**src/rtl/masked_alarm_pkg.sv**
```systemverilog
package masked_alarm_pkg;

  localparam int FIELD_COUNT = 4;
  localparam int ADDR_W      = $clog2(FIELD_COUNT);

  localparam int IDX_SEC  = 0;
  localparam int IDX_MIN  = 1;
  localparam int IDX_HOUR = 2;
  localparam int IDX_DATE = 3;

  typedef struct packed {
    logic [FIELD_COUNT-1:0] wrStb;
    logic                   evalTick;
  } ctrlStrobes_t;

  typedef enum logic [2:0] {
    RATE_MONTH,
    RATE_DAY,
    RATE_HOUR,
    RATE_MIN,
    RATE_SEC
  } repeatRate_e;

  // true when both nibbles are decimal digits and the value is within maxVal
  function automatic logic bcdInRange(input logic [3:0] hi, input logic [3:0] lo,
                                      input int maxVal);
    int value;
    value = int'(hi) * 10 + int'(lo);
    return (hi <= 4'd9) && (lo <= 4'd9) && (value <= maxVal);
  endfunction

  // 1 = compared bit, per field: seconds/minutes 6:0, hours/date 5:0
  function automatic logic [7:0] cmpMaskOf(input int idx);
    return (idx == IDX_SEC || idx == IDX_MIN) ? 8'h7F : 8'h3F;
  endfunction

endpackage

```
**src/rtl/masked_alarm_ctrl.sv**
```systemverilog
module masked_alarm_ctrl
  import masked_alarm_pkg::*;
#(
  parameter int DATA_W   = 8,
  parameter int SEC_MAX  = 59,
  parameter int MIN_MAX  = 59,
  parameter int HOUR_MAX = 23,
  parameter int DATE_MAX = 39
) (
  input  logic              clk,
  input  logic              rst_n,
  input  logic              tick,
  input  logic              regWrEn,
  input  logic [ADDR_W-1:0] regAddr,
  input  logic [DATA_W-1:0] regWrData,
  output ctrlStrobes_t      stb
);

  logic                   tickQ;
  logic [FIELD_COUNT-1:0] fieldOk;
  logic [FIELD_COUNT-1:0] wrStbVec;

  always_ff @(posedge clk or negedge rst_n) begin
    if (!rst_n) tickQ <= 1'b0;
    else        tickQ <= tick;
  end

  // per-field legality of the incoming byte
  always_comb begin
    fieldOk[IDX_SEC]  = bcdInRange({1'b0, regWrData[6:4]}, regWrData[3:0], SEC_MAX);
    fieldOk[IDX_MIN]  = bcdInRange({1'b0, regWrData[6:4]}, regWrData[3:0], MIN_MAX);
    fieldOk[IDX_HOUR] = bcdInRange({2'b0, regWrData[5:4]}, regWrData[3:0], HOUR_MAX);
    fieldOk[IDX_DATE] = bcdInRange({2'b0, regWrData[5:4]}, regWrData[3:0], DATE_MAX)
                        && (regWrData[5:0] != 6'd0);
  end

  for (genvar g = 0; g < FIELD_COUNT; g++) begin : g_wrDecode
    assign wrStbVec[g] = regWrEn && (regAddr == ADDR_W'(g)) && fieldOk[g];
  end

  always_comb begin
    stb.wrStb    = wrStbVec;
    stb.evalTick = tick & ~tickQ;
  end

  // at most one register is written per cycle
  a_r2_one_write: assert property (@(posedge clk) disable iff (!rst_n)
    $onehot0(stb.wrStb));

  // a seconds byte with a low nibble above 9 never reaches the register
  a_r3_bad_nibble: assert property (@(posedge clk) disable iff (!rst_n)
    (regWrEn && regAddr == ADDR_W'(IDX_SEC) && regWrData[3:0] > 4'd9)
      |-> !stb.wrStb[IDX_SEC]);

  // a tick held high evaluates only once
  a_r11_eval_edge: assert property (@(posedge clk) disable iff (!rst_n)
    stb.evalTick |=> !stb.evalTick);

endmodule

```
**src/rtl/masked_alarm_datapath.sv**
```systemverilog
module masked_alarm_datapath
  import masked_alarm_pkg::*;
#(
  parameter int DATA_W   = 8,
  parameter int MASK_BIT = 7
) (
  input  logic              clk,
  input  logic              rst_n,
  input  ctrlStrobes_t      stb,
  input  logic [DATA_W-1:0] wrData,
  input  logic [ADDR_W-1:0] rdAddr,
  input  logic [DATA_W-1:0] todSec,
  input  logic [DATA_W-1:0] todMin,
  input  logic [DATA_W-1:0] todHour,
  input  logic [DATA_W-1:0] todDate,
  output logic [DATA_W-1:0] rdData,
  output logic              irq
);

  logic [DATA_W-1:0]      alarmReg [FIELD_COUNT];
  logic [DATA_W-1:0]      todVec   [FIELD_COUNT];
  logic [FIELD_COUNT-1:0] fieldHit;
  logic [FIELD_COUNT-1:0] maskBits;
  repeatRate_e            rate;
  logic                   hit;

  always_ff @(posedge clk or negedge rst_n) begin
    if (!rst_n) begin
      for (int i = 0; i < FIELD_COUNT; i++) alarmReg[i] <= '0;
    end else begin
      for (int i = 0; i < FIELD_COUNT; i++)
        if (stb.wrStb[i]) alarmReg[i] <= wrData;
    end
  end

  assign rdData = alarmReg[rdAddr];

  always_comb begin
    todVec[IDX_SEC]  = todSec;
    todVec[IDX_MIN]  = todMin;
    todVec[IDX_HOUR] = todHour;
    todVec[IDX_DATE] = todDate;
  end

  for (genvar g = 0; g < FIELD_COUNT; g++) begin : g_field
    localparam logic [DATA_W-1:0] CMP = DATA_W'(cmpMaskOf(g));
    assign fieldHit[g] = ((alarmReg[g] ^ todVec[g]) & CMP) == '0;
    assign maskBits[g] = alarmReg[g][MASK_BIT];
  end

  // mask pattern {date,hour,min,sec} selects the repeat rate
  always_comb begin
    case (maskBits)
      4'b0000: rate = RATE_MONTH;
      4'b1000: rate = RATE_DAY;
      4'b1100: rate = RATE_HOUR;
      4'b1110: rate = RATE_MIN;
      default: rate = RATE_SEC;
    endcase
  end

  always_comb begin
    case (rate)
      RATE_MONTH: hit = &fieldHit;
      RATE_DAY:   hit = fieldHit[IDX_HOUR] & fieldHit[IDX_MIN] & fieldHit[IDX_SEC];
      RATE_HOUR:  hit = fieldHit[IDX_MIN] & fieldHit[IDX_SEC];
      RATE_MIN:   hit = fieldHit[IDX_SEC];
      default:    hit = 1'b1;
    endcase
  end

  always_ff @(posedge clk or negedge rst_n) begin
    if (!rst_n) irq <= 1'b0;
    else        irq <= stb.evalTick & hit;
  end

  // the interrupt is a single-cycle pulse
  a_r11_single_pulse: assert property (@(posedge clk) disable iff (!rst_n)
    irq |=> !irq);

  // the interrupt only follows an evaluation strobe
  a_r11_after_tick: assert property (@(posedge clk) disable iff (!rst_n)
    irq |-> $past(stb.evalTick));

  // all four masks set fires on every evaluation
  a_r10_all_masked: assert property (@(posedge clk) disable iff (!rst_n)
    (stb.evalTick && (&maskBits)) |=> irq);

  // the seconds register only ever changes to a legal value
  a_r3_sec_legal: assert property (@(posedge clk) disable iff (!rst_n)
    !$stable(alarmReg[IDX_SEC]) |->
      (alarmReg[IDX_SEC][6:4] <= 3'd5 && alarmReg[IDX_SEC][3:0] <= 4'd9));

  // the hours register only ever changes to a legal value
  a_r4_hour_legal: assert property (@(posedge clk) disable iff (!rst_n)
    !$stable(alarmReg[IDX_HOUR]) |->
      (alarmReg[IDX_HOUR][3:0] <= 4'd9 &&
       (alarmReg[IDX_HOUR][5:4] < 2'd2 || alarmReg[IDX_HOUR][3:0] <= 4'd3)));

  // the date register never changes to a zero date
  a_r5_date_nonzero: assert property (@(posedge clk) disable iff (!rst_n)
    !$stable(alarmReg[IDX_DATE]) |-> (alarmReg[IDX_DATE][5:0] != 6'd0));

endmodule

```
**src/rtl/masked_alarm.sv**
```systemverilog
module masked_alarm
  import masked_alarm_pkg::*;
#(
  parameter int DATA_W   = 8,
  parameter int MASK_BIT = 7,
  parameter int SEC_MAX  = 59,
  parameter int MIN_MAX  = 59,
  parameter int HOUR_MAX = 23,
  parameter int DATE_MAX = 39
) (
  input  logic              clk,
  input  logic              rst_n,
  input  logic              tick,
  input  logic [DATA_W-1:0] todSec,
  input  logic [DATA_W-1:0] todMin,
  input  logic [DATA_W-1:0] todHour,
  input  logic [DATA_W-1:0] todDate,
  input  logic              regWrEn,
  input  logic [ADDR_W-1:0] regAddr,
  input  logic [DATA_W-1:0] regWrData,
  output logic [DATA_W-1:0] regRdData,
  output logic              alarmIrq
);

  ctrlStrobes_t stb;

  masked_alarm_ctrl #(
    .DATA_W(DATA_W), .SEC_MAX(SEC_MAX), .MIN_MAX(MIN_MAX),
    .HOUR_MAX(HOUR_MAX), .DATE_MAX(DATE_MAX)
  ) ctrl_i (
    .clk(clk), .rst_n(rst_n), .tick(tick),
    .regWrEn(regWrEn), .regAddr(regAddr), .regWrData(regWrData),
    .stb(stb)
  );

  masked_alarm_datapath #(
    .DATA_W(DATA_W), .MASK_BIT(MASK_BIT)
  ) dp_i (
    .clk(clk), .rst_n(rst_n), .stb(stb), .wrData(regWrData), .rdAddr(regAddr),
    .todSec(todSec), .todMin(todMin), .todHour(todHour), .todDate(todDate),
    .rdData(regRdData), .irq(alarmIrq)
  );

endmodule

```
**config.mk**
```make
export PLATFORM = sky130hd
export DESIGN_NAME = masked_alarm
export DESIGN_NICKNAME = d
export VERILOG_FILES = /design/src/rtl/masked_alarm_pkg.sv /design/src/rtl/masked_alarm_ctrl.sv /design/src/rtl/masked_alarm_datapath.sv /design/src/rtl/masked_alarm.sv
export SDC_FILE = /design/constraint.sdc
export NUM_CORES = 1
export LEC_CHECK = 0
export CAP_MARGIN = 20
export CELL_PAD_IN_SITES_DETAIL_PLACEMENT = 1
export CELL_PAD_IN_SITES_GLOBAL_PLACEMENT = 1
export CORE_ASPECT_RATIO = 1.25
export CORE_MARGIN = 10
export CORE_UTILIZATION = 39
export DETAILED_ROUTE_END_ITERATION = 6
export GPL_TIMING_DRIVEN = 0
export PLACE_DENSITY = 0.78
export SYNTH_ARGS = -nofsm -noshare
export SYNTH_HDL_FRONTEND = slang
export SYNTH_SLANG_ARGS = --single-unit
```
**constraint.sdc**
```tcl
create_clock -name clk -period 1.75 [get_ports clk]
set_clock_uncertainty 0.15 [all_clocks]
set_input_delay 0.2625 -clock clk [delete_from_list [all_inputs] [get_ports clk]]
set_output_delay 0.2625 -clock clk [all_outputs]
set_load 0.05 [all_outputs]
```
### Word-level counts from Yosys, hierarchy flattened

Index checks and enable logic that the tools add are counted.

* register bits after elaboration: 34
* logic and storage cells: 65

* magnitude comparators: 7
* reductions and logical operators: 23
* bitwise operators: 11
* eq/ne operators: 9
* muxes and demuxes: 5
* $add $sub $neg: 2
* multipliers: 2

Operator list (number)
* $add A32 B5 Y32: 2
* $le A32 B7 Y1 const B: 2
* $le A32 B6 Y1 const B: 1
* $logic_not A8 Y1: 4
* $bmux W8 S2: 1
* $mux W8: 2
* $logic_and A1 B1 Y1: 14
* $xor A7 B7 Y7: 2
* $eq A4 B4 Y1 const B: 3
* $pmux W3 S4: 1
* $xor A6 B6 Y6: 2
* $eq A3 B2 Y1 const B: 2
* $mul A3 B3 Y6 const B: 1
* $reduce_bool A6 Y1: 1
* $and A1 B1 Y1: 5
* $mul A2 B3 Y5 const B: 1
* $eq A2 B2 Y1 const B: 2
* $le A2 B4 Y1 const B: 1
* $le A3 B4 Y1 const B: 1
* $le A4 B4 Y1 const B: 1
* $logic_not A4 Y1: 1
* $pmux W1 S4: 1
* $reduce_and A4 Y1: 1
* $eq A3 B1 Y1 const B: 1
* other kinds (6): 6

### Logic depth before layout (Yosys ltp)

Gate-level depths: netlist (run 1).

* depth in word-level cells: 6
* mapped depth: 8
* mapped depth without buffers: 8

### Cells and area by module

Synthesis (run 1) repeated with hierarchy kept, for this count alone.

* cell total of the unflattened synthesis: 164
* area total of the unflattened synthesis: 2068.2 um^2

Modules (own cells, without submodules)
* masked_alarm_datapath: cells an instance 121, seq. area each 825.8 um^2, times used 1, area an instance 1727.9 um^2
* masked_alarm_ctrl: cells an instance 43, seq. area each 25.0 um^2, times used 1, area an instance 340.3 um^2

### Worst setup path after synthesis (run 1)

No wires, ideal clock.

* path type: input -> register
* start: input regWrData[1]
* end: register dp_i.alarmReg[16] in the netlist's numbering
* path buffers: 1
* cell stages on the path: 8
* setup time: 0.125 ns
* data required time: 1.475 ns
* data arrival time: 2.295 ns
* path slack: -0.820 ns
* path through: ha_1 > fa_1 > buf_4 > and2_4 > a2111oi_2 > a32oi_2 > a21boi_4 > mux2_2

* longest elaborated chain between the ends: 4
* elaborated cells between the ends (all ways): 6

RTL lines
* from (decl): line masked_alarm.sv:20 `input logic [DATA_W-1:0] regWrData,`
* $add A32 B5 Y32 / $le A4 B4 Y1 (equally long branches): line masked_alarm_pkg.sv:28, masked_alarm_pkg.sv:29
* $le A32 B7 Y1 / $logic_and A1 B1 Y1 (equally long branches): line masked_alarm_pkg.sv:29 `return (hi <= 4'd9) && (lo <= 4'd9) && (value <= maxVal);`
* $logic_and A1 B1 Y1 (*): line masked_alarm_pkg.sv:29
* $logic_and A1 B1 Y1 (*): line masked_alarm_ctrl.sv:38 `assign wrStbVec[g] = regWrEn && (regAddr == ADDR_W'(g)) && fieldOk[g];`
* to (signal, indexed assignment): line masked_alarm_datapath.sv:32 `if (stb.wrStb[i]) alarmReg[i] <= wrData;`
* to (decl): line masked_alarm_datapath.sv:20 `logic [DATA_W-1:0] alarmReg [FIELD_COUNT];`

Mark *: on every way between the ends. The rest lies on a longest branch, timed or not.
A chain may end at the register's enable or synchronous reset.

### Worst setup path in the final report (run 1)

* start: input regWrData[4]
* end: register dp_i.alarmReg[26] in the netlist's numbering

* longest elaborated chain between the ends: 5
* elaborated cells between the ends (all ways): 7

RTL lines
* $mul A3 B3 Y6: line masked_alarm_pkg.sv:28 `value = int'(hi) * 10 + int'(lo);`
* $add A32 B5 Y32: line masked_alarm_pkg.sv:28
* $le A32 B7 Y1: line masked_alarm_pkg.sv:29
* $logic_and A1 B1 Y1 (*): line masked_alarm_pkg.sv:29
* $logic_and A1 B1 Y1 (*): line masked_alarm_ctrl.sv:38

Marked as above.

==> results of run 1 <==
==> registers in the layout (all words and copies together), names as in the netlist <==
register,count
ctrl_i.tickQ,1
dp_i.alarmReg,32
dp_i.irq,1
==> per-stage QoR <==
stage | setup TNS (ns) | cell area (um2) | hold slack (ns) | setup slack, ns | total power, W
final | -12.58 | 3670 | 0.152 | -0.480 | 0.00419
after global routing | -14.37 | 3670 | 0.161 | -0.529 | 0.00438
after CTS | -10.18 | 3460 | 0.156 | -0.477 | 0.00390
after detailed placement | -56.63 | 2870 | 0.239 | -1.66 | 0.00278
after global placement | -70.93 | 2870 | 0.342 | -1.61 | 0.00273
after floorplan | -14.78 | 2320 | -0.183 | -0.640 | 0.00230
==> routing by layer <==
| metal | vias to the layer above | wire length [um] | GRT usage [%] |
|---|---|---|---|
| met5 | - | 0 | 0 |
| met4 | 0 | 246 | 6.99 |
| met3 | 16 | 350 | 2.19 |
| met2 | 59 | 4800 | 35.4 |
| met1 | 997 | 3160 | 20.2 |
| li1 | 838 | - | - |
==> Yosys cell counts, types with 2 or more instances <==
master,n
sky130_fd_sc_hd__dfrtp_1,34
sky130_fd_sc_hd__mux2_2,31
sky130_fd_sc_hd__xor2_1,21
sky130_fd_sc_hd__ha_1,8
sky130_fd_sc_hd__mux4_2,8
sky130_fd_sc_hd__xnor2_1,7
sky130_fd_sc_hd__nor2_1,6
sky130_fd_sc_hd__nor4_1,6
sky130_fd_sc_hd__a21oi_1,4
sky130_fd_sc_hd__inv_1,4
sky130_fd_sc_hd__nand2_1,4
sky130_fd_sc_hd__a31oi_1,2
sky130_fd_sc_hd__buf_2,2
sky130_fd_sc_hd__nand2b_1,2
sky130_fd_sc_hd__nand3_1,2
==> how the worst max path moves through the flow <==
stage | depth (start not counted) | endpoint
floorplan | 8 | dp_i.alarmReg[16]
global placement | 8 | dp_i.alarmReg[30]
detailed placement | 9 | dp_i.alarmReg[30]
CTS | 9 | dp_i.alarmReg[25]
global route | 10 | dp_i.alarmReg[26]
finish | 10 | dp_i.alarmReg[26]
==> kinds of logic after synthesis <==
kind of cell	share of synthesized area [%]
buffers and inverters	2.02
adders and majority gates	5.54
AOI/OAI and AO/OA	9.82
and+or+nand+nor	7.62
xor gates and xnor gates	11.3
muxes	24.4
DFF	39.3
==> layout make-up <==
cell class	instances	area (um2)	area share, %
buffer	3	36.3	0.988
clock buffer	5	68.8	1.87
clock inverter	3	40.0	1.09
inverter	4	15.0	0.409
multi-input combinational	128	1640	44.8
sequential	34	852	23.2
tap	64	80.1	2.18
timing repair buffer	96	936	25.5
==> power breakdown <==
group | switching (W) | internal (W) | leakage, nW
Sequential | 0.000198 | 0.00104 | 0.407
Combinational | 0.00101 | 0.00121 | 1.09
Clock | 0.000315 | 0.000419 | 0.0579
==> timing repair <==
item                                    in CTS  in global routing
cloned                                       1                  0
endpoints found under the hold margin       34                  0
resized for setup                          125                 26
hold buffers                                 1                  0
pin swaps                                   12                 22
endpoints found under the setup margin      41                 41
buffers inserted                            37                 10
==> flow_summary.html, run 1 <==
<table>
<tr><th>Metric</th><th>Value</th></tr>
<tr><th colspan="2">Cells and area</th></tr>
<tr><td>Utilization after layout</td><td>67.9%</td></tr>
<tr><td>Most frequent standard cell in the layout excluding fill and tap cells</td><td>sky130_fd_sc_hd__buf_4</td></tr>
<tr><td>Growth of design area from synthesis to finish</td><td>69.4%</td></tr>
<tr><td>Share of cells above drive strength 1</td><td>55.3%</td></tr>
<tr><td>Final antenna diode count</td><td>0</td></tr>
<tr><td>Final net count</td><td>327</td></tr>
<tr><td>Highest-count cells in the layout ignoring fill and taps</td><td>41 x sky130_fd_sc_hd__buf_4, 33 x sky130_fd_sc_hd__dfrtp_1, 31 x sky130_fd_sc_hd__mux2_4</td></tr>
<tr><td>Number of fillers in the final layout</td><td>508</td></tr>
<tr><td>Final Instance Count excl. Fillers</td><td>337</td></tr>
<tr><th colspan="2">CTS</th></tr>
<tr><td>CTS tree</td><td>built</td></tr>
<tr><td>Number of buffers created by CTS</td><td>5</td></tr>
<tr><td>Total number of H-tree levels</td><td>2</td></tr>
<tr><td>Latest clock arrival within the worst-skew pair</td><td>0.29 ns</td></tr>
<tr><td>TritonCTS Sinks</td><td>34</td></tr>
<tr><td>Clock-pin slew reported for the worst setup and hold paths after clock tree synthesis</td><td>0.08 ns</td></tr>
<tr><td>Clock root buffer</td><td>sky130_fd_sc_hd__clkbuf_8</td></tr>
<tr><td>Clock Path Buffers</td><td>2</td></tr>
<tr><th colspan="2">Worst setup path</th></tr>
<tr><td>R2R depth</td><td>5</td></tr>
<tr><td>Largest stage delay, worst path</td><td>0.40 ns</td></tr>
<tr><td>Max Fanout on Critical Path</td><td>8</td></tr>
<tr><td>Crit path required time</td><td>1.77 ns</td></tr>
<tr><td>Top delay family on crit path</td><td>adder cells</td></tr>
<tr><td>Setup crit start kind</td><td>primary input</td></tr>
<tr><td>CP Capture Type</td><td>flip-flop</td></tr>
<tr><td>CP Data Arrival Time</td><td>2.25 ns</td></tr>
<tr><td>Origin of the critical flop-to-flop path</td><td>dp_i.alarmReg[8]</td></tr>
<tr><td>CP bufs+invs</td><td>3</td></tr>
<tr><td>Standard cell with the maximum stage delay on the critical path</td><td>sky130_fd_sc_hd__fa_2</td></tr>
<tr><td>Dominant cell type by count on the critical path</td><td>sky130_fd_sc_hd__buf_12</td></tr>
<tr><td>Worst setup path startpoint</td><td>regWrData[4]</td></tr>
<tr><td>Path type of the worst setup path</td><td>primary input to flip-flop</td></tr>
<tr><td>Critical Path, Cell by Cell</td><td>buf_12 &gt; ha_4 &gt; fa_2 &gt; buf_6 &gt; xor2_2 &gt; a21oi_2 &gt; o221ai_4 &gt; a21oi_4 &gt; buf_12 &gt; mux2_4</td></tr>
<tr><td>Worst r2r dst</td><td>dp_i.irq</td></tr>
<tr><td>Worst-case register-to-register setup slack</td><td>0.02 ns</td></tr>
<tr><th colspan="2">Yosys</th></tr>
<tr><td>Number of different library cells in the post-synthesis netlist</td><td>44</td></tr>
<tr><td>Share of synthesized registers carrying an async set or reset</td><td>100%</td></tr>
<tr><td>Most area-hungry cell type in the Yosys netlist</td><td>sky130_fd_sc_hd__dfrtp_1</td></tr>
<tr><td>Ys Warns</td><td>0</td></tr>
<tr><td>Largest cells by area after synthesis</td><td>sky130_fd_sc_hd__dfrtp_1 39%, sky130_fd_sc_hd__mux2_2 16%, sky130_fd_sc_hd__xor2_1 8.5%</td></tr>
<tr><td>Primary FF master, synth</td><td>sky130_fd_sc_hd__dfrtp_1</td></tr>
<tr><td>Average footprint of a synthesized cell</td><td>12.7 um2</td></tr>
<tr><td>Net count after synthesis</td><td>225</td></tr>
<tr><td>Top-area cell type share of the netlist area</td><td>39.3%</td></tr>
<tr><td>Sequential area share after synthesis</td><td>39.3%</td></tr>
<tr><td>Synthesized instance count</td><td>170</td></tr>
<tr><td>Number of enable flip-flop cells after synthesis</td><td>0</td></tr>
<tr><td>Flip-flop and latch count after synthesis</td><td>34</td></tr>
<tr><td>Area of the mapped netlist</td><td>2170 um2</td></tr>
<tr><th colspan="2">Power and ir drop</th></tr>
<tr><td>Worst ir drop on vdd</td><td>0.429 mV</td></tr>
<tr><td>Power per unit of standard cell area</td><td>1140 nW/um2</td></tr>
<tr><td>Total leakage power</td><td>1.55 nW</td></tr>
<tr><th colspan="2">Detailed routing</th></tr>
<tr><td>Number of nets with antenna violations after detailed routing</td><td>0</td></tr>
<tr><td>Violation count after the first detailed-route iteration</td><td>103</td></tr>
<tr><td>Detailed-route via count</td><td>1910</td></tr>
<tr><td>Average wire per cell in the routed design</td><td>25.4 um</td></tr>
<tr><td>Ratio of routed vias to standard cells</td><td>5.67</td></tr>
<tr><td>Final routed wirelength across all metal layers</td><td>8550 um</td></tr>
<tr><td>DRC viols</td><td>0</td></tr>
<tr><td>TritonRoute pass-1 iters</td><td>4</td></tr>
<tr><th colspan="2">Timing</th></tr>
<tr><td>Hold Fails Final Rpt</td><td>0</td></tr>
<tr><td>Unrepaired setup endpoints after global routing</td><td>yes</td></tr>
<tr><td>Max Clock Freq</td><td>448 MHz</td></tr>
<tr><td>Final period util</td><td>127%</td></tr>
<tr><td>Time the worst path needs with I/O delays and setup</td><td>2.23 ns</td></tr>
<tr><td>Final-report max-slew violation count</td><td>0</td></tr>
<tr><td>Worst Max-Slew Pin Slew</td><td>0.819 ns</td></tr>
<tr><td>Max-slew headroom</td><td>45.4%</td></tr>
<tr><td>Final setup violating endpoints</td><td>38</td></tr>
<tr><td>Min setup slack post-route</td><td>-0.480 ns</td></tr>
<tr><th colspan="2">GRT</th></tr>
<tr><td>First-pass GRT wire length</td><td>12600 um</td></tr>
<tr><td>Largest net degree at the start of global routing</td><td>35</td></tr>
<tr><td>Number of global-route vias before repair</td><td>2163</td></tr>
<tr><td>Number of antenna violations at the first check in global routing</td><td>0</td></tr>
<tr><td>Overall track demand over capacity in global routing</td><td>18.5%</td></tr>
<tr><td>Final global-route overflow total</td><td>0</td></tr>
<tr><th colspan="2">Hold path</th></tr>
<tr><td>Worst hold start</td><td>regWrData[0]</td></tr>
<tr><td>WHS Endpoint</td><td>dp_i.alarmReg[8]</td></tr>
<tr><td>Class of the tightest hold or removal check</td><td>primary input to flip-flop</td></tr>
<tr><td>WHS Path Cells</td><td>2</td></tr>
<tr><th colspan="2">Place</th></tr>
<tr><td>HPWL reported at the end of detailed placement</td><td>4820 um</td></tr>
<tr><td>PortBufs</td><td>47</td></tr>
<tr><td>Number of cells in the design after placement</td><td>281</td></tr>
<tr><td>Final GP Congestion</td><td>0.809</td></tr>
<tr><th colspan="2">Die</th></tr>
<tr><td>CORE AREA</td><td>5410 um2</td></tr>
<tr><td>I/O pins</td><td>55</td></tr>
<tr><td>Site row count</td><td>30</td></tr>
<tr><td>Area enclosed by the die boundary</td><td>8960 um2</td></tr>
<tr><td>Initial cell density of the core</td><td>40.1%</td></tr>
<tr><td>Chip Width</td><td>86.7 um</td></tr>
<tr><td>Vertical die dimension</td><td>103 um</td></tr>
<tr><th colspan="2">Run status</th></tr>
<tr><td>Violated checks</td><td>setup timing</td></tr>
<tr><td>Outcome</td><td>finished with violations</td></tr>
<tr><th colspan="2">Run</th></tr>
<tr><td># Max-Cap Violations</td><td>0</td></tr>
</table>
(Power assumes the default switching activity.)
==> run 2: changes to the inputs <==
--- a/config.mk
+++ b/config.mk
@@ -13,7 +13,7 @@
 export CORE_UTILIZATION = 39
 export DETAILED_ROUTE_END_ITERATION = 6
 export GPL_TIMING_DRIVEN = 0
-export PLACE_DENSITY = 0.78
+export PLACE_DENSITY = 0.88
 export SYNTH_ARGS = -nofsm -noshare
 export SYNTH_HDL_FRONTEND = slang
 export SYNTH_SLANG_ARGS = --single-unit
==> run 2 against run 1 <==
The run still ends with setup timing left. Sequential power barely moved. Global-route usage rose by 0.69 points. Maximum frequency is 1.7% lower. Non-clock buffer count increased by 4. Setup slack got worse by 0.039 ns. Power is the same. Flip-flop and latch count did not move. Register-to-register slack got worse by 0.02 ns. Critical path depth unchanged. Die area is the same. Via count grew 3.2%. Routed wire length rose by 14%. Critical path type unchanged.
==> flow_summary.html, run 2 (synthesized netlist as in run 1, its figures left out) <==
<table>
<tr><th>Metric</th><th>Value</th></tr>
<tr><th colspan="2">Run status</th></tr>
<tr><td>Outcome</td><td>finished with violations</td></tr>
<tr><td>Violated checks</td><td>setup timing</td></tr>
<tr><th colspan="2">Die</th></tr>
<tr><td>Site row count</td><td>30 (unchanged)</td></tr>
<tr><td>CORE AREA</td><td>5410 um2 (unchanged)</td></tr>
<tr><td>Area enclosed by the die boundary</td><td>8960 um2 (unchanged)</td></tr>
<tr><td>I/O pins</td><td>55 (unchanged)</td></tr>
<tr><td>Vertical die dimension</td><td>103 um (unchanged)</td></tr>
<tr><td>Initial cell density of the core</td><td>40.1% (unchanged)</td></tr>
<tr><td>Chip Width</td><td>86.7 um (unchanged)</td></tr>
<tr><th colspan="2">Timing</th></tr>
<tr><td>Hold Fails Final Rpt</td><td>0 (unchanged)</td></tr>
<tr><td>Worst Max-Slew Pin Slew</td><td>0.794 ns (-0.0251 ns)</td></tr>
<tr><td>Max-slew headroom</td><td>47.1% (+1.7 points)</td></tr>
<tr><td>Final setup violating endpoints</td><td>41 (+7.9%)</td></tr>
<tr><td>Max Clock Freq</td><td>441 MHz (-1.7%)</td></tr>
<tr><td>Min setup slack post-route</td><td>-0.520 ns (-0.0395 ns)</td></tr>
<tr><td>Unrepaired setup endpoints after global routing</td><td>yes</td></tr>
<tr><td>Time the worst path needs with I/O delays and setup</td><td>2.27 ns (+0.0395 ns)</td></tr>
<tr><td>Sum of negative setup slack</td><td>-14.59 ns (-2.01 ns)</td></tr>
<tr><td>Final period util</td><td>130% (+2.3 points)</td></tr>
<tr><td>Hold slack</td><td>0.116 ns (-0.0355 ns)</td></tr>
<tr><td>Final-report max-slew violation count</td><td>0 (unchanged)</td></tr>
<tr><th colspan="2">Power and ir drop</th></tr>
<tr><td>Comb power frac</td><td>54.9% (+1.9 points)</td></tr>
<tr><td>Sequential group share of total power</td><td>29.8% (+0.3 points)</td></tr>
<tr><td>Total leakage power</td><td>1.56 nW (+0.66%)</td></tr>
<tr><td>Clock power share</td><td>15.3% (-2.2 points)</td></tr>
<tr><td>Power Internal</td><td>0.00259 W (-2.9%)</td></tr>
<tr><td>Switching part of the total power</td><td>38.3% (+1.9 points)</td></tr>
<tr><td>Worst ir drop on vdd</td><td>0.439 mV (+2.5%)</td></tr>
<tr><td>Power per unit of standard cell area</td><td>1150 nW/um2 (+0.34%)</td></tr>
<tr><td>Switching pwr</td><td>0.00160 W (+5.1%)</td></tr>
<tr><th colspan="2">Worst setup path</th></tr>
<tr><td>CP Data Arrival Time</td><td>2.31 ns (+0.06 ns)</td></tr>
<tr><td>Depth of the critical timing path with buffers and inverters included</td><td>10 (unchanged)</td></tr>
<tr><td>R2R depth</td><td>6 (+1)</td></tr>
<tr><td>CP bufs+invs</td><td>3 (unchanged)</td></tr>
<tr><td>Critical Path, Cell by Cell</td><td>buf_12 &gt; ha_4 &gt; fa_2 &gt; buf_6 &gt; xor2_2 &gt; a21oi_2 &gt; o221ai_4 &gt; a21oi_4 &gt; buf_12 &gt; mux2_4</td></tr>
<tr><td>Path type of the worst setup path</td><td>primary input to flip-flop</td></tr>
<tr><td>Origin of the critical flop-to-flop path</td><td>dp_i.alarmReg[3]</td></tr>
<tr><td>Top delay family on crit path</td><td>compound AO/OA/AOI/OAI gates</td></tr>
<tr><td>Crit path required time</td><td>1.79 ns (+0.02 ns)</td></tr>
<tr><td>Max Fanout on Critical Path</td><td>8 (unchanged)</td></tr>
<tr><td>CP Capture Type</td><td>flip-flop</td></tr>
<tr><td>Standard cell with the maximum stage delay on the critical path</td><td>sky130_fd_sc_hd__fa_2</td></tr>
<tr><td>Worst-case register-to-register setup slack</td><td>0 ns (-0.02 ns)</td></tr>
<tr><td>Setup crit start kind</td><td>primary input</td></tr>
<tr><td>Worst r2r dst</td><td>dp_i.irq</td></tr>
<tr><td>Largest stage delay, worst path</td><td>0.36 ns (-0.04 ns)</td></tr>
<tr><td>Dominant cell type by count on the critical path</td><td>sky130_fd_sc_hd__buf_12</td></tr>
<tr><th colspan="2">Cells and area</th></tr>
<tr><td>Final Instance Count excl. Fillers</td><td>341 (+1.2%)</td></tr>
<tr><td>Most frequent standard cell in the layout excluding fill and tap cells</td><td>sky130_fd_sc_hd__buf_4</td></tr>
<tr><td>Final net count</td><td>331 (+1.2%)</td></tr>
<tr><td>Final antenna diode count</td><td>0 (unchanged)</td></tr>
<tr><td>Growth of design area from synthesis to finish</td><td>68.8%</td></tr>
<tr><td>Largest registers ranked by flip-flop count</td><td>dp_i.alarmReg (32), ctrl_i.tickQ (1), dp_i.irq (1)</td></tr>
<tr><td>Share of cells above drive strength 1</td><td>54.2% (-1.2 points)</td></tr>
<tr><td>Flip-flop count of the largest register after layout</td><td>32 (unchanged)</td></tr>
<tr><td>Most flops, register</td><td>dp_i.alarmReg</td></tr>
<tr><td>Highest-count cells in the layout ignoring fill and taps</td><td>43 x sky130_fd_sc_hd__buf_4, 33 x sky130_fd_sc_hd__dfrtp_1, 31 x sky130_fd_sc_hd__mux2_4</td></tr>
<tr><th colspan="2">Place</th></tr>
<tr><td>PortBufs</td><td>47 (unchanged)</td></tr>
<tr><td>DP Worst Slack</td><td>-1.65 ns (+0.00205 ns)</td></tr>
<tr><td>Final GP Congestion</td><td>0.805 (-0.43%)</td></tr>
<tr><td>HPWL reported at the end of detailed placement</td><td>4900 um (+1.5%)</td></tr>
<tr><td>Number of cells in the design after placement</td><td>281 (unchanged)</td></tr>
<tr><th colspan="2">CTS</th></tr>
<tr><td>Clock-pin slew reported for the worst setup and hold paths after clock tree synthesis</td><td>0.07 ns (about the same)</td></tr>
<tr><td>Total number of H-tree levels</td><td>2 (unchanged)</td></tr>
<tr><td>Number of buffers created by CTS</td><td>5 (unchanged)</td></tr>
<tr><td>CTS tree</td><td>built</td></tr>
<tr><td>Clock Path Buffers</td><td>2 (unchanged)</td></tr>
<tr><td>TritonCTS Sinks</td><td>34 (unchanged)</td></tr>
<tr><td>Latest clock arrival within the worst-skew pair</td><td>0.31 ns (+0.02 ns)</td></tr>
<tr><td>Clock root buffer</td><td>sky130_fd_sc_hd__clkbuf_8</td></tr>
<tr><th colspan="2">GRT</th></tr>
<tr><td>Final global-route overflow total</td><td>0 (unchanged)</td></tr>
<tr><td>First-pass GRT wire length</td><td>13000 um (+3.1%)</td></tr>
<tr><td>Largest net degree at the start of global routing</td><td>35 (unchanged)</td></tr>
<tr><td>Number of antenna violations at the first check in global routing</td><td>0 (unchanged)</td></tr>
<tr><td>Overall track demand over capacity in global routing</td><td>19.2% (+0.69 points)</td></tr>
<tr><td>Number of global-route vias before repair</td><td>2230 (+3.1%)</td></tr>
<tr><th colspan="2">Detailed routing</th></tr>
<tr><td>DRC viols</td><td>0 (unchanged)</td></tr>
<tr><td>Ratio of routed vias to standard cells</td><td>5.78 (+2.0%)</td></tr>
<tr><td>Number of nets with antenna violations after detailed routing</td><td>0 (unchanged)</td></tr>
<tr><td>Final routed wirelength across all metal layers</td><td>9780 um (+14%)</td></tr>
<tr><td>Detailed-route via count</td><td>1971 (+3.2%)</td></tr>
<tr><td>Average wire per cell in the routed design</td><td>28.7 um (+13%)</td></tr>
<tr><td>Violation count after the first detailed-route iteration</td><td>99 (-3.9%)</td></tr>
<tr><td>TritonRoute pass-1 iters</td><td>4 (unchanged)</td></tr>
<tr><th colspan="2">Hold path</th></tr>
<tr><td>WHS Path Cells</td><td>2 (unchanged)</td></tr>
<tr><td>Worst hold start</td><td>regWrData[6]</td></tr>
<tr><td>Class of the tightest hold or removal check</td><td>primary input to flip-flop</td></tr>
<tr><td>WHS Endpoint</td><td>dp_i.alarmReg[6]</td></tr>
<tr><th colspan="2">Run</th></tr>
<tr><td># Max-Cap Violations</td><td>0 (unchanged)</td></tr>
</table>
## run 2: cell types whose count changed in the layout (fill, tap and decap cells not counted), sizes merged
cell,change
buf,+3
clkinv,-1
clkbuf,+3
bufinv,-1
## run 2: repair_timing
item                                    in CTS  in global routing
gates cloned                                 1                  0
hold buffers                                 1                  0
setup buffers                               35                 16
hold endpoints to repair                    34                  0
endpoints found under the setup margin      41                 41
pin swaps                                    9                 19
resized for setup                          117                 30
## run 2: cell type report
class	instances	area (um2)
buffer	3	36.3
clock buffer	7	86.3
clock inverter	1	5.00
fill	517	1750
inverter	4	15.0
multi-input combinational	128	1610
sequential	34	852
tap	64	80.1
timing repair buffer	100	973
## run 2: metrics by stage
step                utilization, %  power, W  instance area (um2)
floorplan                        -   0.00230                 2320
global placement              53.2   0.00271                 2870
finish                        67.7   0.00419                 3660
CTS                           63.3   0.00377                 3420
global route                  67.7   0.00435                 3660
detailed placement            53.1   0.00279                 2870
## run 2: routing by layer
| metal | vias up | track usage [%] | share of wire [%] |
|---|---|---|---|
| met2 | 90 | 34.4 | 54 |
| met3 | 32 | 4.62 | 5.0 |
| met1 | 997 | 21.0 | 37 |
| li1 | 852 | - | - |
| met4 | 0 | 8.49 | 4.1 |
| met5 | - | 0 | 0 |
## run 2: how the worst max path moves through the flow
stage	from	endpoint	slack, ns
final	regWrData[4]	dp_i.alarmReg[27]	-0.52
after global routing	regWrData[4]	dp_i.alarmReg[27]	-0.57
after CTS	regWrData[4]	dp_i.alarmReg[18]	-0.52
after detailed placement	regWrData[4]	dp_i.alarmReg[16]	-1.65
after global placement	regWrData[4]	dp_i.alarmReg[18]	-1.58
after floorplan	regWrData[1]	dp_i.alarmReg[16]	-0.64
## run 2: power groups by stage
stage               Sequential, W  Combinational (W)  Clock, W
floorplan                 0.00124            0.00106         0
detailed placement        0.00134            0.00145         0
CTS                       0.00123            0.00192  0.000614
global placement          0.00131            0.00140         0
global route              0.00127            0.00240  0.000675
finish                    0.00125            0.00230  0.000640
==> run 3: changes to the inputs <==
--- a/config.mk
+++ b/config.mk
@@ -8,12 +8,11 @@
 export CAP_MARGIN = 20
 export CELL_PAD_IN_SITES_DETAIL_PLACEMENT = 1
 export CELL_PAD_IN_SITES_GLOBAL_PLACEMENT = 1
-export CORE_ASPECT_RATIO = 1.25
-export CORE_MARGIN = 10
 export CORE_UTILIZATION = 39
 export DETAILED_ROUTE_END_ITERATION = 6
 export GPL_TIMING_DRIVEN = 0
 export PLACE_DENSITY = 0.88
+export SETUP_SLACK_MARGIN = 0.15
 export SYNTH_ARGS = -nofsm -noshare
 export SYNTH_HDL_FRONTEND = slang
 export SYNTH_SLANG_ARGS = --single-unit
==> run 3 against run 2 <==
The run still ends with setup timing left. Via count increased by 4.3%. Power increased by 0.80%. Register-to-register slack got worse by 0.04 ns. Final cell count increased by 2.3%. Clock power increased by 1%. Die area decreased by 35%.
==> flow_summary.html, run 3 (synthesized netlist as in run 1, its figures left out) <==
<table>
<tr><th>Metric</th><th>Value</th></tr>
<tr><th colspan="2">GRT</th></tr>
<tr><td>Overall track demand over capacity in global routing</td><td>32.6% (+13 points)</td></tr>
<tr><td>Layer with the highest usage after global routing</td><td>met2</td></tr>
<tr><td>Number of global-route vias before repair</td><td>2272 (+1.9%)</td></tr>
<tr><td>Global-route track usage on met2</td><td>56.6% (+22 points)</td></tr>
<tr><td>Number of antenna violations at the first check in global routing</td><td>0 (unchanged)</td></tr>
<tr><td>Final global-route overflow total</td><td>0 (unchanged)</td></tr>
<tr><td>Global-route track usage on met3</td><td>5.39% (+0.77 points)</td></tr>
<tr><td>First-pass GRT wire length</td><td>13900 um (+6.9%)</td></tr>
<tr><td>Met1 demand-to-capacity share in global routing</td><td>40.1% (+19 points)</td></tr>
<tr><td>Largest net degree at the start of global routing</td><td>35 (unchanged)</td></tr>
<tr><th colspan="2">Place</th></tr>
<tr><td>Final GP Congestion</td><td>0.846 (+5.0%)</td></tr>
<tr><td>HPWL reported at the end of detailed placement</td><td>4640 um (-5.3%)</td></tr>
<tr><td>PortBufs</td><td>47 (unchanged)</td></tr>
<tr><th colspan="2">Timing</th></tr>
<tr><td>Final setup violating endpoints</td><td>41 (unchanged)</td></tr>
<tr><td>Unrepaired setup endpoints after global routing</td><td>yes</td></tr>
<tr><td>Time the worst path needs with I/O delays and setup</td><td>2.37 ns (+0.105 ns)</td></tr>
<tr><td>Worst Max-Slew Pin Slew</td><td>0.822 ns (+0.0282 ns)</td></tr>
<tr><td>Sum of negative setup slack</td><td>-16.67 ns (-2.09 ns)</td></tr>
<tr><td>Hold Fails Final Rpt</td><td>0 (unchanged)</td></tr>
<tr><td>Max Clock Freq</td><td>421 MHz (-4.4%)</td></tr>
<tr><td>Final-report max-slew violation count</td><td>0 (unchanged)</td></tr>
<tr><td>Final period util</td><td>136% (+6.0 points)</td></tr>
<tr><td>Max-slew headroom</td><td>45.2% (-1.9 points)</td></tr>
<tr><td>Min setup slack post-route</td><td>-0.625 ns (-0.105 ns)</td></tr>
<tr><th colspan="2">Run status</th></tr>
<tr><td>Outcome</td><td>finished with violations</td></tr>
<tr><td>Violated checks</td><td>setup timing</td></tr>
<tr><th colspan="2">Detailed routing</th></tr>
<tr><td>Ratio of routed vias to standard cells</td><td>5.89 (+1.9%)</td></tr>
<tr><td>Violation count after the first detailed-route iteration</td><td>170 (+72%)</td></tr>
<tr><td>Detailed-route via count</td><td>2056 (+4.3%)</td></tr>
<tr><td>DRC viols</td><td>0 (unchanged)</td></tr>
<tr><td>Average wire per cell in the routed design</td><td>28.4 um (-1.1%)</td></tr>
<tr><td>TritonRoute pass-1 iters</td><td>4 (unchanged)</td></tr>
<tr><td>Final routed wirelength across all metal layers</td><td>9910 um (+1.3%)</td></tr>
<tr><td>Number of nets with antenna violations after detailed routing</td><td>0 (unchanged)</td></tr>
<tr><th colspan="2">Cells and area</th></tr>
<tr><td>Most frequent standard cell in the layout excluding fill and tap cells</td><td>sky130_fd_sc_hd__buf_4</td></tr>
<tr><td>Highest-count cells in the layout ignoring fill and taps</td><td>44 x sky130_fd_sc_hd__buf_4, 33 x sky130_fd_sc_hd__dfrtp_1, 31 x sky130_fd_sc_hd__mux2_4</td></tr>
<tr><td>Share of cells above drive strength 1</td><td>55.9% (+1.8 points)</td></tr>
<tr><td>Utilization after layout</td><td>71.3% (+3.6 points)</td></tr>
<tr><td>Final antenna diode count</td><td>0 (unchanged)</td></tr>
<tr><td>Largest registers ranked by flip-flop count</td><td>dp_i.alarmReg (32), ctrl_i.tickQ (1), dp_i.irq (1)</td></tr>
<tr><td>Sequential Area</td><td>852 um2 (unchanged)</td></tr>
<tr><td>Number of fillers in the final layout</td><td>481 (-7.0%)</td></tr>
<tr><td>Final net count</td><td>333 (+0.60%)</td></tr>
<tr><td>Growth of design area from synthesis to finish</td><td>72.2%</td></tr>
<tr><td>Flip-flop count of the largest register after layout</td><td>32 (unchanged)</td></tr>
<tr><td>Most flops, register</td><td>dp_i.alarmReg</td></tr>
<tr><td>Area occupied by multi-input gates</td><td>1640 um2 (+1.9%)</td></tr>
<tr><th colspan="2">CTS</th></tr>
<tr><td>TritonCTS Sinks</td><td>34 (unchanged)</td></tr>
<tr><td>Total number of H-tree levels</td><td>2 (unchanged)</td></tr>
<tr><td>Clock Path Buffers</td><td>2 (unchanged)</td></tr>
<tr><td>Latest clock arrival within the worst-skew pair</td><td>0.30 ns (about the same)</td></tr>
<tr><td>Clock-pin slew reported for the worst setup and hold paths after clock tree synthesis</td><td>0.08 ns (about the same)</td></tr>
<tr><td>Clock root buffer</td><td>sky130_fd_sc_hd__clkbuf_8</td></tr>
<tr><td>Number of buffers created by CTS</td><td>5 (unchanged)</td></tr>
<tr><td>CTS tree</td><td>built</td></tr>
<tr><th colspan="2">Worst setup path</th></tr>
<tr><td>Max Fanout on Critical Path</td><td>8 (unchanged)</td></tr>
<tr><td>CP Capture Type</td><td>flip-flop</td></tr>
<tr><td>Crit path required time</td><td>1.78 ns (about the same)</td></tr>
<tr><td>Setup crit start kind</td><td>primary input</td></tr>
<tr><td>Path type of the worst setup path</td><td>primary input to flip-flop</td></tr>
<tr><td>CP Data Arrival Time</td><td>2.41 ns (+0.10 ns)</td></tr>
<tr><th colspan="2">Die</th></tr>
<tr><td>CORE AREA</td><td>5240 um2 (-3.1%)</td></tr>
<tr><td>I/O pins</td><td>55 (unchanged)</td></tr>
<tr><td>Area enclosed by the die boundary</td><td>5860 um2 (-35%)</td></tr>
<tr><td>Site row count</td><td>26 (-13%)</td></tr>
<tr><td>Vertical die dimension</td><td>76.5 um (-26%)</td></tr>
<tr><td>Initial cell density of the core</td><td>41.4% (+1.3 points)</td></tr>
<tr><td>Chip Width</td><td>76.5 um (-12%)</td></tr>
<tr><th colspan="2">Power and ir drop</th></tr>
<tr><td>Worst ir drop on vdd</td><td>0.589 mV (+34%)</td></tr>
<tr><td>Power per unit of standard cell area</td><td>1130 nW/um2 (-1.2%)</td></tr>
<tr><td>Total leakage power</td><td>1.58 nW (+1.1%)</td></tr>
<tr><th colspan="2">Run</th></tr>
<tr><td># Max-Cap Violations</td><td>0 (unchanged)</td></tr>
<tr><th colspan="2">Hold path</th></tr>
<tr><td>Class of the tightest hold or removal check</td><td>primary input to flip-flop</td></tr>
</table>
## run 3: cell count changes in the layout (fill, tap and decap cells not counted), sizes merged
cell	before	now
clkbuf	9	7
buf	69	74
bufbuf	1	0
## run 3: final timing paths
path,start,to,slack [ns],cells after the start
max,regWrData[1],dp_i.alarmReg[27],-0.62,12
min,regWrData[6],dp_i.alarmReg[30],0.14,2
max reg2reg,dp_i.alarmReg[27],dp_i.irq,-0.04,6
min reg2reg,dp_i.alarmReg[19],dp_i.alarmReg[19],0.42,1
max in group asynchronous,rst_n,dp_i.alarmReg[15],0.42,2
min in group asynchronous,rst_n,dp_i.alarmReg[8],0.46,2
## run 3: cell type report
type | instances | share of cell area, %
Buffer | 4 | 1.27
Clock buffer | 7 | 2.31
Clock inverter | 1 | 0.134
Inverter | 4 | 0.402
Multi-Input combinational cell | 128 | 44.0
Sequential cell | 34 | 22.8
Tap cell | 70 | 2.35
Timing Repair Buffer | 101 | 26.7
## run 3: routing by layer
metal	vias up	part of all wire, %
li1	852	-
met3	29	5.0
met1	1082	41
met5	-	0
met2	93	51
met4	0	3.5
## run 3: critical path, cell delays in order
cell                       delay (ns)
sky130_fd_sc_hd__buf_12          0.11
sky130_fd_sc_hd__ha_4            0.16
sky130_fd_sc_hd__fa_2            0.35
sky130_fd_sc_hd__buf_6           0.13
sky130_fd_sc_hd__buf_6           0.12
sky130_fd_sc_hd__xor2_2          0.16
sky130_fd_sc_hd__a21oi_2         0.16
sky130_fd_sc_hd__o221ai_2        0.13
sky130_fd_sc_hd__buf_4           0.18
sky130_fd_sc_hd__a21oi_4         0.15
sky130_fd_sc_hd__buf_12          0.16
sky130_fd_sc_hd__mux2_4          0.33
## run 3: what timing repair did
action	in CTS	in global routing
hold endpoints to repair	34	0
gates cloned	1	0
hold buffers	1	0
setup endpoints to repair	42	41
pin swaps	19	17
setup buffers	39	13
gates resized for setup	143	17
## run 3: power breakdown
group,internal [W],leakage (nW),switching (W)
sequential,0.00104,0.407,0.000222
clock,0.000318,0.0482,0.000330
combinational,0.00122,1.13,0.00110
total,0.00257,1.58,0.00165
## run 3: per-stage QoR
step	hold slack [ns]	power (W)	worst slack [ns]	instances	instance area, um2
after global placement	0.346	0.00271	-1.56	287	2880
final	0.141	0.00422	-0.625	349	3730
after detailed placement	0.240	0.00278	-1.63	287	2880
after CTS	0.147	0.00386	-0.521	336	3550
after floorplan	-0.183	0.00230	-0.640	170	2330
after global routing	0.140	0.00436	-0.652	349	3730
